[src/rtl/abl_pkg.sv]
package abl_pkg;
  localparam int KIND_W = 2;

  typedef enum logic [KIND_W-1:0] {
    KIND_BODY = 2'b00,
    KIND_HEAD = 2'b01,
    KIND_TAIL = 2'b10,
    KIND_SOLO = 2'b11
  } flit_kind_e;

  // bit positions of the boundary markers inside the kind code
  localparam int OPEN_BIT  = 0;
  localparam int CLOSE_BIT = 1;
endpackage

[src/rtl/abl_tx.sv]
module abl_tx
  import abl_pkg::*;
#(
  parameter int PAYLOAD_W = 32
) (
  input  logic                 clk,
  input  logic                 rst_n,
  input  logic                 up_valid,
  input  logic [KIND_W-1:0]    up_kind,
  input  logic [PAYLOAD_W-1:0] up_data,
  output logic                 up_ready,
  output logic                 req_o,
  input  logic                 ack_i,
  output logic [KIND_W-1:0]    kind_o,
  output logic [PAYLOAD_W-1:0] data_o
);
  logic                 req_q, req_d;
  logic [KIND_W-1:0]    kind_q, kind_d;
  logic [PAYLOAD_W-1:0] data_q, data_d;
  logic                 levels_match;
  logic                 launch;

  always_comb begin
    levels_match = (req_q == ack_i);
    launch       = up_valid & levels_match;
    req_d        = req_q ^ launch;
    kind_d       = kind_q;
    data_d       = data_q;
    if (launch) begin
      kind_d = up_kind;
      data_d = up_data;
    end
  end

  always_ff @(posedge clk or negedge rst_n) begin
    if (!rst_n) begin
      req_q  <= 1'b0;
      kind_q <= '0;
      data_q <= '0;
    end else begin
      req_q <= req_d;
      if (launch) begin
        kind_q <= kind_d;
        data_q <= data_d;
      end
    end
  end

  assign up_ready = levels_match;
  assign req_o    = req_q;
  assign kind_o   = kind_q;
  assign data_o   = data_q;
endmodule

[src/rtl/abl_rx.sv]
module abl_rx
  import abl_pkg::*;
#(
  parameter int PAYLOAD_W = 32
) (
  input  logic                 clk,
  input  logic                 rst_n,
  input  logic                 req_i,
  input  logic [KIND_W-1:0]    kind_i,
  input  logic [PAYLOAD_W-1:0] data_i,
  output logic                 ack_o,
  output logic                 dn_valid,
  input  logic                 dn_ready,
  output logic [KIND_W-1:0]    dn_kind,
  output logic [PAYLOAD_W-1:0] dn_data
);
  logic                 ack_q, ack_d;
  logic                 full_q, full_d;
  logic [KIND_W-1:0]    kind_q;
  logic [PAYLOAD_W-1:0] data_q;
  logic                 pending;
  logic                 take;
  logic                 drain;

  always_comb begin
    pending = req_i ^ ack_q;
    take    = pending & ~full_q;
    drain   = full_q & dn_ready;
    full_d  = take | (full_q & ~drain);
    ack_d   = ack_q ^ take;
  end

  always_ff @(posedge clk or negedge rst_n) begin
    if (!rst_n) begin
      ack_q  <= 1'b0;
      full_q <= 1'b0;
      kind_q <= '0;
      data_q <= '0;
    end else begin
      ack_q  <= ack_d;
      full_q <= full_d;
      if (take) begin
        kind_q <= kind_i;
        data_q <= data_i;
      end
    end
  end

  assign ack_o    = ack_q;
  assign dn_valid = full_q;
  assign dn_kind  = kind_q;
  assign dn_data  = data_q;
endmodule

[src/rtl/abl_bound.sv]
module abl_bound
  import abl_pkg::*;
(
  input  logic              valid_i,
  input  logic [KIND_W-1:0] kind_i,
  output logic              sop_o,
  output logic              eop_o
);
  assign sop_o = valid_i & kind_i[OPEN_BIT];
  assign eop_o = valid_i & kind_i[CLOSE_BIT];
endmodule

[src/rtl/abl_flit_link.sv]
module abl_flit_link
  import abl_pkg::*;
#(
  parameter int PAYLOAD_W = 32
) (
  input  logic                 clk,
  input  logic                 rst_n,
  input  logic                 tx_valid,
  input  logic [1:0]           tx_kind,
  input  logic [PAYLOAD_W-1:0] tx_data,
  output logic                 tx_ready,
  output logic [1:0]           lo_kind,
  output logic [PAYLOAD_W-1:0] lo_data,
  output logic                 lo_req,
  input  logic                 lo_ack,
  input  logic [1:0]           li_kind,
  input  logic [PAYLOAD_W-1:0] li_data,
  input  logic                 li_req,
  output logic                 li_ack,
  output logic                 rx_valid,
  input  logic                 rx_ready,
  output logic [1:0]           rx_kind,
  output logic [PAYLOAD_W-1:0] rx_data,
  output logic                 rx_sop,
  output logic                 rx_eop
);
  abl_tx #(.PAYLOAD_W(PAYLOAD_W)) u_tx (
    .clk      (clk),
    .rst_n    (rst_n),
    .up_valid (tx_valid),
    .up_kind  (tx_kind),
    .up_data  (tx_data),
    .up_ready (tx_ready),
    .req_o    (lo_req),
    .ack_i    (lo_ack),
    .kind_o   (lo_kind),
    .data_o   (lo_data)
  );

  abl_rx #(.PAYLOAD_W(PAYLOAD_W)) u_rx (
    .clk      (clk),
    .rst_n    (rst_n),
    .req_i    (li_req),
    .kind_i   (li_kind),
    .data_i   (li_data),
    .ack_o    (li_ack),
    .dn_valid (rx_valid),
    .dn_ready (rx_ready),
    .dn_kind  (rx_kind),
    .dn_data  (rx_data)
  );

  abl_bound u_bound (
    .valid_i (rx_valid),
    .kind_i  (rx_kind),
    .sop_o   (rx_sop),
    .eop_o   (rx_eop)
  );
endmodule

[config.mk]
export PLATFORM = sky130hd
export DESIGN_NAME = abl_flit_link
export DESIGN_NICKNAME = d
export VERILOG_FILES = /design/src/rtl/abl_pkg.sv /design/src/rtl/abl_tx.sv /design/src/rtl/abl_rx.sv /design/src/rtl/abl_bound.sv /design/src/rtl/abl_flit_link.sv
export SDC_FILE = /design/constraint.sdc
export NUM_CORES = 1
export LEC_CHECK = 0
export ABC_CLOCK_PERIOD_IN_PS = 1800
export BUFFER_PORTS_ARGS = -buffer_cell sky130_fd_sc_hd__buf_4
export CAP_MARGIN = 20
export CORE_ASPECT_RATIO = 1.4
export CORE_MARGIN = 2
export CORE_UTILIZATION = 45
export DETAILED_ROUTE_END_ITERATION = 12
export GPL_TIMING_DRIVEN = 0
export PLACE_DENSITY = 0.79
export SKIP_CTS_REPAIR_TIMING = 1
export SLEW_MARGIN = 30
export SYNTH_ARGS = -nofsm -noshare
export SYNTH_HDL_FRONTEND = slang
export SYNTH_SLANG_ARGS = --single-unit
[constraint.sdc]
create_clock -name clk -period 1.8 [get_ports clk]
set_input_delay 0.09 -clock clk [delete_from_list [all_inputs] [get_ports clk]]
set_output_delay 0.09 -clock clk [all_outputs]
set_load 0.03 [all_outputs]
Word-level counts from Yosys, hierarchy flattened
Cells that the tools add are included.

word-level totals
  output and inout port bits = 74
  register bits after elaboration = 71
  logic and storage cells = 20
  bits of input ports = 74

operators by class
  bitwise gates (word level) = 12
  equality and inequality tests = 1

operators with widths
  kind               count
  1-bit bitwise AND  6
  1-bit bitwise XOR  3
  1-bit inverter     2
  1-bit == test      1
  1-bit OR           1

Logic depth before layout (Yosys ltp)
Gate-level depths: netlist of run 1.

  depth in word-level cells = 4
  gate-level depth with buffers = 5
  mapped depth without buffers = 3

Cells and area by module
A second synthesis of run 1 with hierarchy kept.

second synthesis, totals
  cells, all modules = 157
  area, all modules = 2,964.1 sq um

by module, submodules not included
  module     instances  sequential area each (sq um)  cells each  area each (sq um)
  abl_rx     1          900.9                         79          1,510.2
  abl_tx     1          875.8                         76          1,441.4
  abl_bound  1          0.0                           2           12.5

Worst setup path after synthesis of run 1
Ideal clock, no wire load.

  path type = register to register
  start = register with a tool-made name
  end = register u_tx.data_q[0] (netlist: u_tx.data_o[0])
  path slack = 62 ps
  buffers on the path = 1
  cell stages (with the launch flop) = 5
  data required time = 1,675 ps
  data arrival time = 1,613 ps
  setup time = 125 ps
  period minus slack after synthesis = 1,738 ps
  path through = dfrtp_1 -> xnor2_2 -> nand2_2 -> buf_6 -> mux2_4

RTL lines
  what                    line          source
  end signal: assignment  abl_tx.sv:44  data_q <= data_d;
  end: declaration        abl_tx.sv:19  logic [PAYLOAD_W-1:0] data_q, data_d;

==> results.sh, run 1 <==
export IMPL_clock_path_buffers=2
export IMPL_grt_overflow_total=0
export IMPL_muxShareOfSynthArea_pct=34.15
export IMPL_end_kind="register"
export IMPL_nets=459
export IMPL_synthCells=157
export IMPL_drive_gt1_share_pct=61.60
export IMPL_final_cell_mix="buf_4, dfrtp_1, dlygate4sd3_1"
export IMPL_min_period_ns=1.475
export IMPL_start_kind="register"
export IMPL_finalHoldViolCount=0
export IMPL_worstMarginPinSlew_ns=0.6228
export IMPL_core_sq_um=6481
export IMPL_hold_path_class="in2reg"
export IMPL_synthAdderAreaFrac_pct=0
export IMPL_syn_nets=231
export IMPL_drc_errors=0
export IMPL_cts_tree="done"
export IMPL_internal_power_mw=4.916
export IMPL_htreeDepth=3
export IMPL_setup_viol=0
export IMPL_start_util_pct=45.73
export IMPL_slew_headroom_pct=58.48
export IMPL_cap_violations=0
export IMPL_path_delay_family="flip-flops"
export IMPL_leakage_nw=2.532
export IMPL_synthTopCellsByArea="dfrtp_1, mux2_4, mux2_2"
export IMPL_crit_buf_inv=2
export IMPL_fill_cells=378
export IMPL_fmax_mhz=678.1
export IMPL_ioPinCount=148
export IMPL_routed_wl_um=7425
export IMPL_cts_root_buf="clkbuf_8"
export IMPL_num_rows=35
export IMPL_synth_seq_cells=71
export IMPL_rsz0062_at_grt="no"
export IMPL_skew_ns=0.01083
export IMPL_routabilityCongestion=0.7362
export IMPL_ant_nets=0
export IMPL_grt_pass1_wl_um=9370
export IMPL_dp_cells=378
export IMPL_setup_worst_path_class="reg2reg"
export IMPL_final_common_cell="buf_4"
export IMPL_synth_top_area_share_pct=59.94
export IMPL_p_per_area_nw_per_um2=1593
export IMPL_power_frac_clock_pct=13.3
export IMPL_path_clk_slew_ns=0.07
export IMPL_finalSetupTns_ns=0
export IMPL_route_vias_total=2157
export IMPL_syn_cell_area_sq_um=2964
export IMPL_antenna_found_initial=0
export IMPL_avgSynthCellArea_sq_um=18.88
export IMPL_cts_buffers=9
export IMPL_maxSlewViolCount=0
export IMPL_fin_cells=462
export IMPL_setup_slack_ns=0.3252
export IMPL_regArea_sq_um=1777
export IMPL_antenna_cells=0
export IMPL_grt_usage_pct=16.73
export IMPL_synth_top_family_by_area="multiplexers"
export IMPL_status="finished clean"
export IMPL_synth_compound_area_share_pct=0.1688
export IMPL_synth_seq_area_share_pct=59.94
export IMPL_wire_per_inst_um=16.07
export IMPL_synth_simple_gate_area_share_pct=1.224
export IMPL_critPathArrivalTime_ns=1.67
export IMPL_period_share_pct=81.93
export IMPL_switching_power_mw=3.092
export IMPL_io_buffers=147
export IMPL_grt_pass1_vias=1973
export IMPL_syn_to_final_growth_pct=69.61
export IMPL_synth_distinct_cells=14
export IMPL_pre_cts_ws_ns=0.3260
export IMPL_drt_pre_antenna_iters=4
export IMPL_holdWs_ns=0.004148
export IMPL_yosys_warnings=0
export IMPL_p_seq_share_pct=32.5
export IMPL_cpPeakStageDelay_ns=0.40
export IMPL_ir_worst_vdd_mv=0.8711
export IMPL_crit_path_max_fanout=10
export IMPL_synth_top_cell_by_area="dfrtp_1"
export IMPL_die_x_um=72.59
export IMPL_multi_input_area_sq_um=1079
export IMPL_crit_required_ns=2.00
export IMPL_crit_chain="xor2_1 > nor2b_4 > buf_6 > buf_12 > mux2_4"
export IMPL_grt_max_degree=72
export IMPL_worst_path_max_delay_cell="dfrtp_1"
export IMPL_place_hpwl_um=4480
export IMPL_post_route_util_pct=77.57
export IMPL_clk_latency_ns=0.32
export IMPL_vias_per_cell=4.669
export IMPL_pwr_share_comb_pct=54.2
export IMPL_die_h_um=100.0
export IMPL_drt_iter0_markers=66
export IMPL_swShare_pct=38.61
export IMPL_synth_xor_area_share_pct=0.8442
export IMPL_die_area_sq_um=7261
export IMPL_numClockSinks=71
[registers in the layout, summed over array words and instances (netlist names), named ones only]
name and count:
u_tx.kind_o 2, u_rx.dn_valid 1, u_rx.dn_data 32, u_rx.dn_kind 2
u_tx.data_o 32
[cells in the mapped netlist (all sizes together)]
library cell and number:
buf 7, xor2 1, nand2 1, nor2b 1, mux2 69, mux2i 1
dfrtp 71, nor2 1, and2 2, xnor2 1, a21oi 1, inv 1
[metal layers]
layer,global-route usage [%],vias up,routed length [um]
li1,-,1000,-
met1,20.47,1069,2834
met2,27.83,82,4162
met3,4.116,6,349
met4,7.265,0,78
met5,0,-,0
[per-stage QoR]
stage | area (sq um) | power (mW)
6_report | 5027 | 8.008
4_1_cts | 4323 | 7.888
2_1_floorplan | 2964 | 5.381
3_3_place_gp | 4160 | 6.741
3_5_place_dp | 4160 | 6.796
5_1_grt | 5027 | 8.367
[logic make-up after synthesis]
kind of cell           count (synthesis)
AO/OA/AOI/OAI                          1
XOR/XNOR                               2
buffers and inverters                  8
flip-flops                            71
multiplexers                          70
AND/OR/NAND/NOR                        5
[power by group through the flow]
stage                     logic, mW  clock network [mW]  registers, mW
after floorplan                1.60                   0           3.78
final                          4.34                1.07           2.60
after detailed placement       4.20                   0           2.60
after global routing           4.52                1.17           2.68
after global placement         4.17                   0           2.57
after CTS                      4.21                1.09           2.58
[final timing paths]
check                                  from                to  slack, ns  depth (start not counted)
max                                register  u_rx.dn_data[17]       0.33                          5
max in group asynchronous             rst_n   u_tx.data_o[11]       1.01                          2
min                             li_data[31]  u_rx.dn_data[31]      0.004                          2
min in group asynchronous             rst_n   u_tx.data_o[22]       0.36                          2
max reg2reg                        register  u_rx.dn_data[17]       0.33                          5
min reg2reg                u_rx.dn_data[26]  u_rx.dn_data[26]       0.51                          1
[layout make-up]
cell class	instances	area share, %
Buffer	7	2.091
Timing Repair Buffer	217	35.96
Inverter	1	0.07466
Sequential cell	71	35.34
Clock inverter	3	0.4231
Clock buffer	11	2.812
Multi-Input combinational cell	78	21.45
Tap cell	74	1.842
(Power assumes the default switching activity.)
==> run 2, diff against run 1 <==
--- a/config.mk
+++ b/config.mk
@@ -5,7 +5,7 @@
 export SDC_FILE = /design/constraint.sdc
 export NUM_CORES = 1
 export LEC_CHECK = 0
-export ABC_CLOCK_PERIOD_IN_PS = 1800
+export ABC_CLOCK_PERIOD_IN_PS = 1500
 export BUFFER_PORTS_ARGS = -buffer_cell sky130_fd_sc_hd__buf_4
 export CAP_MARGIN = 20
 export CORE_ASPECT_RATIO = 1.4
==> constraint.sdc (replaced) <==
create_clock -name clk -period 1.5 [get_ports clk]
set_input_delay 0.075 -clock clk [delete_from_list [all_inputs] [get_ports clk]]
set_output_delay 0.075 -clock clk [all_outputs]
set_load 0.03 [all_outputs]
==> results.sh, run 2 (same netlist as run 1, synthesis figures left out) <==
export IMPL_final_common_cell="buf_4"
export IMPL_skew_ns=0.006696
export IMPL_leakage_nw=2.577
export IMPL_worst_path_max_delay_cell="dfrtp_2"
export IMPL_grt_max_degree=72
export IMPL_holdWs_ns=0.008932
export IMPL_hold_path_class="in2reg"
export IMPL_start_util_pct=45.73
export IMPL_die_area_sq_um=7261
export IMPL_ir_worst_vdd_mv=1.339
export IMPL_path_delay_family="flip-flops"
export IMPL_switching_power_mw=3.827
export IMPL_nets=463
export IMPL_setup_viol=0
export IMPL_clk_latency_ns=0.33
export IMPL_power_frac_clock_pct=15.4
export IMPL_maxSlewViolCount=0
export IMPL_fmax_mhz=682.1
export IMPL_path_clk_slew_ns=0.07
export IMPL_rsz0062_at_grt="yes"
export IMPL_period_share_pct=97.73
export IMPL_grt_usage_pct=18.29
export IMPL_slew_headroom_pct=57.56
export IMPL_crit_required_ns=1.72
export IMPL_antenna_cells=0
export IMPL_post_route_util_pct=79.31
export IMPL_finalHoldViolCount=0
export IMPL_p_seq_share_pct=31.5
export IMPL_ioPinCount=148
export IMPL_internal_power_mw=6.214
export IMPL_clock_path_buffers=2
export IMPL_io_buffers=147
export IMPL_syn_to_final_growth_pct=73.41
export IMPL_drt_pre_antenna_iters=4
export IMPL_core_sq_um=6481
export IMPL_crit_buf_inv=2
export IMPL_crit_chain="xor2_2 > nor2b_4 > buf_8 > buf_12 > mux2_4"
export IMPL_drc_errors=0
export IMPL_setup_worst_path_class="reg2reg"
export IMPL_swShare_pct=38.11
export IMPL_vias_per_cell=4.732
export IMPL_die_x_um=72.59
export IMPL_grt_pass1_wl_um=10030
export IMPL_ant_nets=0
export IMPL_place_hpwl_um=4669
export IMPL_drive_gt1_share_pct=62.34
export IMPL_final_cell_mix="buf_4, dlygate4sd3_1, dfrtp_1"
export IMPL_wire_per_inst_um=17.59
export IMPL_die_h_um=100.0
export IMPL_cts_buffers=9
export IMPL_grt_overflow_total=0
export IMPL_fill_cells=352
export IMPL_route_vias_total=2210
export IMPL_status="finished clean"
export IMPL_cap_violations=0
export IMPL_start_kind="register"
export IMPL_multi_input_area_sq_um=1102
export IMPL_regArea_sq_um=1779
export IMPL_worstMarginPinSlew_ns=0.6366
export IMPL_cts_tree="done"
export IMPL_p_per_area_nw_per_um2=1953
export IMPL_min_period_ns=1.466
export IMPL_cpPeakStageDelay_ns=0.44
export IMPL_routabilityCongestion=0.6783
export IMPL_grt_pass1_vias=2023
export IMPL_routed_wl_um=8214
export IMPL_numClockSinks=71
export IMPL_drt_iter0_markers=88
export IMPL_antenna_found_initial=0
export IMPL_cts_root_buf="clkbuf_8"
export IMPL_num_rows=35
export IMPL_htreeDepth=3
export IMPL_critPathArrivalTime_ns=1.68
export IMPL_end_kind="register"
export IMPL_crit_path_max_fanout=10
export IMPL_pwr_share_comb_pct=53.1
-- run 2: cell types whose count changed in the layout (fill, tap and decap cells not counted), sizes merged --
cell and delta:
clkbuf +1, bufinv +1, clkinv -1, buf +2, dlygate4sd3 +2
-- run 2: worst reg2reg max path, stage by stage (launching register included) --
cell and delay [ns]:
dfrtp_2 0.44, xor2_2 0.14, nor2b_4 0.17, buf_8 0.14, buf_12 0.15, mux2_4 0.31
-- run 2: worst paths after layout --
path,start,slack (ns),cells after the start,end
max in group asynchronous,rst_n,0.70,2,asynchronous set/reset pin
worst max register to register,register,0.03,5,u_rx.dn_data[15]
min in group asynchronous,rst_n,0.33,2,u_tx.data_o[3]
worst min register to register,u_rx.dn_data[31],0.51,1,u_rx.dn_data[31]
worst max-delay path,register,0.03,5,u_rx.dn_data[15]
worst min-delay path,li_req,0.009,2,register
-- run 2: power groups by stage --
| stage | Sequential [mW] | Combinational [mW] | Clock, mW |
|---|---|---|---|
| final | 3.16 | 5.33 | 1.55 |
| after global routing | 3.25 | 5.56 | 1.67 |
| after CTS | 3.13 | 5.08 | 1.57 |
| after detailed placement | 3.13 | 5.07 | 0 |
| after global placement | 3.10 | 5.00 | 0 |
| after floorplan | 4.55 | 1.92 | 0 |
-- run 2: routing by layer --
layer  share of wire (%)  track usage [%]  up-vias
met3                 6.4            7.229       13
li1                    -                -     1004
met5                   0                0        -
met4                 1.8            7.265        0
met1                  37            21.77     1097
met2                  55            29.51       96
-- run 2: per-stage QoR --
step                      total power, mW  worst slack [ns]  instance area (sq um)  cells  setup TNS (ns)
after CTS                           9.773          -0.03991                   4377    393         -0.6262
after global placement              8.098           0.01383                   4179    378               0
after floorplan                     6.470          -0.04366                   2983    157          -1.497
final                               10.04           0.03402                   5140    467               0
after global routing                10.48          -0.02878                   5140    467         -0.3942
after detailed placement            8.201          -0.02280                   4179    378         -0.2072
-- run 2: layout make-up --
| cell class | instances | share of cell area, % |
|---|---|---|
| Buffer | 7 | 2.118 |
| Clock buffer | 12 | 3.019 |
| Tap cell | 74 | 1.801 |
| Sequential cell | 71 | 34.62 |
| Timing Repair Buffer | 221 | 36.10 |
| Clock inverter | 3 | 0.8277 |
| Inverter | 1 | 0.07303 |
| Multi-Input combinational cell | 78 | 21.45 |
==> run 3, diff against run 2 <==
--- a/config.mk
+++ b/config.mk
@@ -6,14 +6,14 @@
 export NUM_CORES = 1
 export LEC_CHECK = 0
 export ABC_CLOCK_PERIOD_IN_PS = 1500
-export BUFFER_PORTS_ARGS = -buffer_cell sky130_fd_sc_hd__buf_4
 export CAP_MARGIN = 20
-export CORE_ASPECT_RATIO = 1.4
+export CORE_ASPECT_RATIO = 2
 export CORE_MARGIN = 2
-export CORE_UTILIZATION = 45
+export CORE_UTILIZATION = 55
 export DETAILED_ROUTE_END_ITERATION = 12
+export DONT_BUFFER_PORTS = 1
 export GPL_TIMING_DRIVEN = 0
-export PLACE_DENSITY = 0.79
+export PLACE_DENSITY = 0.7
 export SKIP_CTS_REPAIR_TIMING = 1
 export SLEW_MARGIN = 30
 export SYNTH_ARGS = -nofsm -noshare
==> results.sh, run 3 (same netlist as run 1, synthesis figures left out) <==
export IMPL_crit_required_ns=1.71
export IMPL_place_hpwl_um=3955
export IMPL_cts_root_buf="clkbuf_8"
export IMPL_crit_chain="xnor2_4 > nand2_4 > buf_6 > mux2_4"
export IMPL_cpPeakStageDelay_ns=0.51
export IMPL_grt_max_degree=72
export IMPL_cts_buffers=9
export IMPL_crit_path_max_fanout=10
export IMPL_core_sq_um=5185
export IMPL_rr_worst_depth=4
export IMPL_violations="negative hold slack, negative setup slack"
export IMPL_status="finished with violations"
export IMPL_cts_tree="done"
export IMPL_io_buffers=0
export IMPL_total_power_mw=8.823
export IMPL_internal_power_mw=5.232
export IMPL_wire_per_inst_um=21.11
export IMPL_routed_wl_um=6564
export IMPL_fill_cells=278
export IMPL_drc_errors=0
export IMPL_clock_path_buffers=2
export IMPL_setup_slack_ns=-0.1088
export IMPL_ant_nets=0
export IMPL_path_clk_slew_ns=0.08
export IMPL_numClockSinks=71
export IMPL_critPathArrivalTime_ns=1.82
export IMPL_grt_pass1_wl_um=8438
export IMPL_final_common_cell="dlygate4sd3_1"
export IMPL_r2r_slack_ns=-0.11
export IMPL_setup_viol=66
export IMPL_grt_pass1_vias=1610
export IMPL_crit_buf_inv=1
export IMPL_path_delay_family="flip-flops"
export IMPL_skew_ns=0.01328
export IMPL_slew_headroom_pct=76.61
export IMPL_drive_gt1_share_pct=42.29
export IMPL_worstMarginPinSlew_ns=0.3508
export IMPL_period_share_pct=107.3
export IMPL_finalSetupTns_ns=-5.293
export IMPL_ir_worst_vdd_mv=1.538
export IMPL_place_area_sq_um=3055
export IMPL_pre_cts_ws_ns=-0.1416
export IMPL_pwr_share_comb_pct=29.4
export IMPL_cap_violations=0
export IMPL_die_h_um=107.8
export IMPL_worst_path_max_delay_cell="dfrtp_2"
export IMPL_grt_overflow_total=0
export IMPL_antenna_found_initial=0
export IMPL_clk_latency_ns=0.34
export IMPL_die_x_um=55.91
export IMPL_p_per_area_nw_per_um2=2151
export IMPL_rr_endpoint="u_tx.data_o[15]"
export IMPL_drt_pre_antenna_iters=4
export IMPL_finalHoldViolCount=71
export IMPL_antenna_cells=0
export IMPL_fmax_mhz=621.6
export IMPL_post_route_util_pct=79.13
export IMPL_die_area_sq_um=6028
export IMPL_num_rows=37
export IMPL_vias_per_cell=5.328
export IMPL_start_kind="register"
export IMPL_p_seq_share_pct=53.7
export IMPL_nets=322
export IMPL_setup_worst_path_class="reg2reg"
export IMPL_start_util_pct=57.17
export IMPL_maxSlewViolCount=0
export IMPL_hold_path_class="in2async"
export IMPL_rsz0062_at_grt="yes"
export IMPL_drt_iter0_markers=43
export IMPL_holdWs_ns=-0.5765
export IMPL_min_period_ns=1.609
export IMPL_final_cell_mix="dlygate4sd3_1, dfrtp_1, mux2_4"
export IMPL_syn_to_final_growth_pct=38.41
export IMPL_dp_cells=215
export IMPL_swShare_pct=40.70
export IMPL_end_kind="register"
export IMPL_route_vias_total=1657
export IMPL_stdcell_area_sq_um=4103
export IMPL_grt_usage_pct=18.54
export IMPL_switching_power_mw=3.591
export IMPL_leakage_nw=1.910
export IMPL_routabilityCongestion=0.7189
export IMPL_power_frac_clock_pct=16.9
export IMPL_htreeDepth=3
export IMPL_ioPinCount=148
export IMPL_fin_cells=311
## run 3: cell count changes in the layout (fill, tap and decap cells not counted), sizes merged
cell	before	now
buf	156	12
clkinv	1	3
clkinvlp	1	2
inv	1	2
## run 3: layout make-up
| cell class | count | area [sq um] | area share (%) |
|---|---|---|---|
| repair buffers | 80 | 833.3 | 20.31 |
| well taps | 58 | 72.57 | 1.769 |
| clock inverters | 7 | 72.57 | 1.769 |
| plain buffers | 7 | 113.9 | 2.775 |
| multi-input cells | 78 | 1102 | 26.87 |
| flip-flops and latches | 71 | 1780 | 43.40 |
| clock buffers | 9 | 123.9 | 3.019 |
| inverters | 1 | 3.754 | 0.09149 |
## run 3: routing by layer
metal	global-route usage (%)	routed length, um
met5	0	0
met4	6.633	116
met3	9.014	600
met2	31.80	3604
met1	19.59	2243
## run 3: worst reg2reg max path, cell delays in order (launching register included)
cell     delay [ns]
dfrtp_2        0.51
xnor2_4        0.33
nand2_4        0.15
buf_6          0.19
mux2_4         0.31
## run 3: power by group through the flow
stage / registers (mW) / logic [mW] / clock network, mW
after floorplan: 4.55 / 1.92 / 0
after global placement: 4.73 / 2.03 / 0
after detailed placement: 4.75 / 2.10 / 0
after CTS: 4.73 / 2.11 / 1.52
after global routing: 4.83 / 2.73 / 1.60
final: 4.74 / 2.59 / 1.49
## run 3: how the worst max path moves through the flow
| stage | to | slack, ns | start | cells past startpoint |
|---|---|---|---|---|
| CTS | u_tx.data_o[31] | -0.15 | register | 4 |
| floorplan | u_tx.data_o[0] | -0.04 | register | 4 |
| global placement | u_tx.data_o[8] | -0.12 | register | 4 |
| detailed placement | u_tx.data_o[8] | -0.14 | register | 4 |
| finish | u_tx.data_o[15] | -0.11 | register | 4 |
| global route | u_tx.data_o[15] | -0.14 | register | 4 |
